`src/rtl/cpy_atest_pkg.sv`:
```
package cpy_atest_pkg;

   typedef enum logic [1:0] {
      DST_4B  = 2'd0,
      DST_8B  = 2'd1,
      DST_16B = 2'd2,
      DST_RSV = 2'd3
   } dst_size_e;

   // One step of the 8-bit maximal-length sequence x^8+x^6+x^5+x^4+1
   function automatic logic [7:0] rnd_step(input logic [7:0] s);
      return {s[6:0], s[7] ^ s[5] ^ s[4] ^ s[3]};
   endfunction

endpackage

```
`src/rtl/cpy_atest_lanes.sv`:
```
module cpy_atest_lanes #(
   parameter int WORD_W = 64,
   parameter int PW     = 8,
   localparam int NB    = WORD_W / PW,
   localparam int NH    = WORD_W / (2*PW)
) (
   input  logic [WORD_W-1:0] word,
   input  logic [1:0]        dst,
   input  logic              cmp_en,
   input  logic              dith_en,
   input  logic [PW-1:0]     blend_alpha,
   input  logic [NB*PW-1:0]  rnd_flat,
   output logic [NB-1:0]     mask
);
   import cpy_atest_pkg::*;

   logic [NB-1:0] ge8;
   logic [NB-1:0] a16;

   for (genvar i = 0; i < NB; i++) begin : g_byte
      logic [PW-1:0] thr;
      assign thr    = dith_en ? rnd_flat[i*PW +: PW] : blend_alpha;
      assign ge8[i] = word[i*PW +: PW] >= thr;
   end

   for (genvar j = 0; j < NB; j++) begin : g_half
      if (j < NH) begin : g_live
         assign a16[j] = word[j*2*PW];
      end else begin : g_pad
         assign a16[j] = 1'b0;
      end
   end

   logic [NB-1:0] all16;
   assign all16 = {{(NB-NH){1'b0}}, {NH{1'b1}}};

   always_comb begin
      unique case (dst_size_e'(dst))
         DST_8B:  mask = cmp_en ? ge8 : '1;
         DST_16B: mask = cmp_en ? a16 : all16;
         default: mask = cmp_en ? '0  : '1;
      endcase
   end

endmodule

```
`config.mk`:
```
export PLATFORM = sky130hd
export DESIGN_NAME = cpy_atest_lanes
export DESIGN_NICKNAME = d
export VERILOG_FILES = /design/src/rtl/cpy_atest_pkg.sv /design/src/rtl/cpy_atest_lanes.sv
export SDC_FILE = /design/constraint.sdc
export NUM_CORES = 1
export LEC_CHECK = 0
export BUFFER_PORTS_ARGS = -buffer_cell sky130_fd_sc_hd__buf_2
export CORE_ASPECT_RATIO = 0.5
export CORE_MARGIN = 3
export CORE_UTILIZATION = 39
export DETAILED_ROUTE_END_ITERATION = 10
export PLACE_DENSITY = 0.89
export SETUP_SLACK_MARGIN = 0.15
export SLEW_MARGIN = 5
export SYNTH_ARGS = -nofsm -noshare
export SYNTH_HDL_FRONTEND = slang
export SYNTH_SLANG_ARGS = --single-unit
export TNS_END_PERCENT = 20
```
`constraint.sdc`:
```
create_clock -name vclk -period 1.6
set_clock_uncertainty 0.05 [all_clocks]
set_input_delay 0.08 -clock vclk [all_inputs]
set_output_delay 0.08 -clock vclk [all_outputs]
set_load 0.005 [all_outputs]
```
== After elaboration in Yosys (flattened, before gate mapping) ==
Cells that the tools add are included.
Word-level totals
  register bits: 0
  output and inout port bits: 8
  word-level logic and storage cells: 22
  input bits: 140
Operators by class
  order comparisons: 8
  eq/ne operators: 2
  muxes and demuxes: 12
Operators by type and width (number)
  $mux 8: 10
  $ge 8x8->1: 8
  $pmux 8 s2: 1
  $mux 4: 1
  $eq 2x1->1 const B: 1
  $eq 2x2->1 const B: 1

== Logic depth before layout (Yosys ltp) ==
  depth in word-level cells: 4
  depth in mapped cells: 9
  mapped depth without buffers: 7

== Least setup slack after synthesis ==
Ideal clock, no wire load.
  kind: input port to output port
  start: input dith_en
  end: output mask[1]
  data required time: 1470 ps
  stages: 9
  setup slack: -89 ps
  path buffers: 2
  arrival time: 1559 ps
  cells stage by stage: buf_2 buf_2 nand2_1 nand2_1 ha_1 nand2b_1 a2111oi_2 nor4_1 a211o_1
Between the ends
  cells in the longest elaborated chain, start to end: 4
Ends and longest elaborated chain
  from (decl): RTL line cpy_atest_lanes.sv:10  | input logic dith_en,
  $mux 8: RTL line cpy_atest_lanes.sv:22  | assign thr = dith_en ? rnd_flat[i*PW +: PW] : blend_alpha;
  $ge 8x8->1: RTL line cpy_atest_lanes.sv:23  | assign ge8[i] = word[i*PW +: PW] >= thr;
  $mux 8: RTL line cpy_atest_lanes.sv:39  | DST_8B: mask = cmp_en ? ge8 : '1;
  $pmux 8 s2: RTL line cpy_atest_lanes.sv:38  | unique case (dst_size_e'(dst))
  to (decl): RTL line cpy_atest_lanes.sv:13  | output logic [NB-1:0] mask
Every way passes these cells.

== Final worst setup path ==
Ends and elaborated chain as after synthesis.

==> impl_metrics.py <==
metrics = {
    "sta": {
        "period_needed_ns": 1.81,
        "setup_tns_ns": -1.18,
        "tightest_slew_ns": 0.286,
        "drv_slew": 0,
        "rsz0062_at_grt": "yes",
        "hold_violations": 0,
        "max_freq_mhz": 553,
        "worst_slack_ns": -0.210,
        "slew-limit-headroom_pct": 80.9,
        "setup_viol": 8,
        "period_share_pct": 113,
    },
    "detailed_routing": {
        "drc": 0,
        "routed_via_density": 5.43,
        "dr.pass1.iters": 4,
        "ant_nets": 0,
        "avgRoutedWirePerCell_um": 14.7,
        "wl_um": 7560,
        "vias": 2793,
        "drtIter0Drc": 144,
    },
    "worst_setup_path": {
        "critPathLaunchType": "input port",
        "required_ns": 1.47,
        "endpoint_kind": "output port",
        "crit_type": "in2out",
        "critPathMaxFanout": 6,
        "cp.arrival_ns": 1.68,
    },
    "placed_design": {
        "dp.cells": 510,
        "globalplace.congestion": 0.904,
        "place_area_mm2": 0.00307,
        "hpwlAfterDp_um": 6450,
        "dpl_worst_slack_ns": -0.281,
        "portBuffers": 148,
    },
    "final_layout": {
        "nets": 656,
        "flops_and_latches": 0,
        "fin_area_mm2": 0.00319,
        "clock_buffers": 0,
        "num_antenna_cells": 0,
        "fin_util_pct": 68.1,
        "drive_above_1_share_pct": 46.9,
        "finalNonFillerCells": 514,
        "seqCellArea_um2": 0,
        "syn_to_final_growth_pct": 58.1,
    },
    "synth": {
        "yosysUniqueCellTypes": 29,
        "synth_top_area_share_pct": 41.0,
        "ys_seq_area_share_pct": 0,
        "ys_top_cells_by_area": "ha_1, a21oi_1, nand2_1",
        "syn_area_mm2": 0.00201,
        "synth_top_area_cell": "ha_1",
        "syn-instance-count": 277,
        "avgSynthCellArea_um2": 7.27,
        "yosys_warnings": 0,
        "synth_fp_nets": 483,
    },
    "global_route": {
        "grt_pass1_wl_um": 12200,
        "grt_max_degree": 14,
        "grt_usage_pct": 24.0,
        "grt_overflow": 0,
        "antenna_found_initial": 0,
        "grt_pass1_vias": 2716,
    },
    "die": {
        "core_mm2": 0.00468,
        "die_y_um": 56.8,
        "fp.dieArea_mm2": 0.00612,
        "ioPinCount": 148,
        "die_x_um": 108,
        "initial_core_util_pct": 43.0,
        "fp-row-count": 17,
    },
    "clock_network": {
        "cts_hold_buf": 0,
    },
    "power": {
        "power.density_mw_per_mm2": 295,
        "vdd_drop_max_mv": 0.134,
        "p_leak_nw": 1.74,
    },
    "status": {
        "status": "finished with violations",
        "failed_checks": "setup timing",
    },
    "run": {
        "maxCapViolations": 0,
    },
    "hold_path": {
        "hold_path.class": "in2out",
    },
}
[layer usage]
| layer | vias up | wire (um) | GRT usage [%] |
|---|---|---|---|
| li1 | 1400 | - | - |
| met2 | 92 | 3920 | 45.1 |
| met4 | 0 | 152 | 5.04 |
| met5 | - | 0 | 0 |
| met1 | 1287 | 3010 | 29.6 |
| met3 | 14 | 476 | 2.07 |
[power by group]
part	internal, mW	leakage (nW)	switching [mW]
Sequential	0	0	0
Combinational	0.507	1.74	0.434
Clock	0	0	0
Total	0.507	1.74	0.434
[synthesized netlist by cell type, types with 2 or more instances]
cell / count
buf_2: 7
nand4b_1: 7
nor3_1: 3
ha_1: 66
o221a_2: 4
nand2_1: 23
nand3_1: 3
clkbuf_1: 4
o21ai_0: 12
a211o_1: 3
nand2b_1: 13
nand4_1: 8
buf_1: 6
o211ai_1: 3
a2111oi_2: 3
nor2b_1: 8
buf_6: 2
a21oi_1: 76
a21o_1: 5
inv_1: 10
nor4_1: 3
[what timing repair did]
action                     in CTS  in global routing
resized for setup              18                  6
setup buffers                   4                  0
pin swaps                      11                  6
setup endpoints to repair       8                  8
[cell usage in the layout, fill, tap and decap left out, types with 2 or more instances in the layout]
| master | count |
|---|---|
| inv_1 | 10 |
| nand4b_1 | 7 |
| a2111oi_2 | 2 |
| a21oi_2 | 4 |
| nand2_1 | 23 |
| nor2b_4 | 2 |
| nor2b_1 | 5 |
| buf_6 | 6 |
| nor3_1 | 3 |
| a21oi_1 | 72 |
| o21ai_1 | 3 |
| nand3_1 | 3 |
| buf_2 | 147 |
| buf_12 | 2 |
| nand2b_1 | 11 |
| nand4_1 | 8 |
| o211ai_1 | 3 |
| nor4_1 | 3 |
| ha_1 | 66 |
| nor2b_2 | 2 |
| o21ai_0 | 9 |
| buf_4 | 34 |
| a211o_1 | 3 |
| nand2b_4 | 2 |
| a21o_1 | 5 |
| o221a_2 | 4 |
[layout make-up]
type | count | area (um2)
tap | 66 | 82.6
timing repair buffer | 190 | 1110
inverter | 10 | 37.5
multi-input combinational | 248 | 1950
fill | 391 | 1490
[cells by family (layout without fill, tap and decap cells)]
kind of cell / count (synthesis) / count (layout) / synth area share, %
buf+inv: 29 / 200 / 6.58
fa+ha+maj: 66 / 66 / 41.0
compound gates: 111 / 111 / 32.5
simple gates: 71 / 71 / 19.9
[critical path, cell delays in order]
cell and delay [ns]:
buf_8 0.11, buf_6 0.12, nor2b_1 0.10, buf_4 0.16, a21oi_2 0.04, ha_1 0.29
buf_4 0.14, nand4_1 0.08, nand4b_1 0.13, a211o_1 0.32, buf_2 0.13
[per-stage QoR]
step,total power [mW],hold slack [ns]
6_report,0.941,0.601
5_1_grt,1.07,0.638
4_1_cts,0.925,0.603
3_5_place_dp,0.890,0.589
3_3_place_gp,0.864,0.575
2_1_floorplan,0.498,0.303
[final timing paths]
path / slack (ns) / end / start / cells after the start
max: -0.21 / mask[1] / dith_en / 11
min: 0.60 / mask[3] / word[26] / 5
No activity file was read; power rests on OpenSTA's default activity.
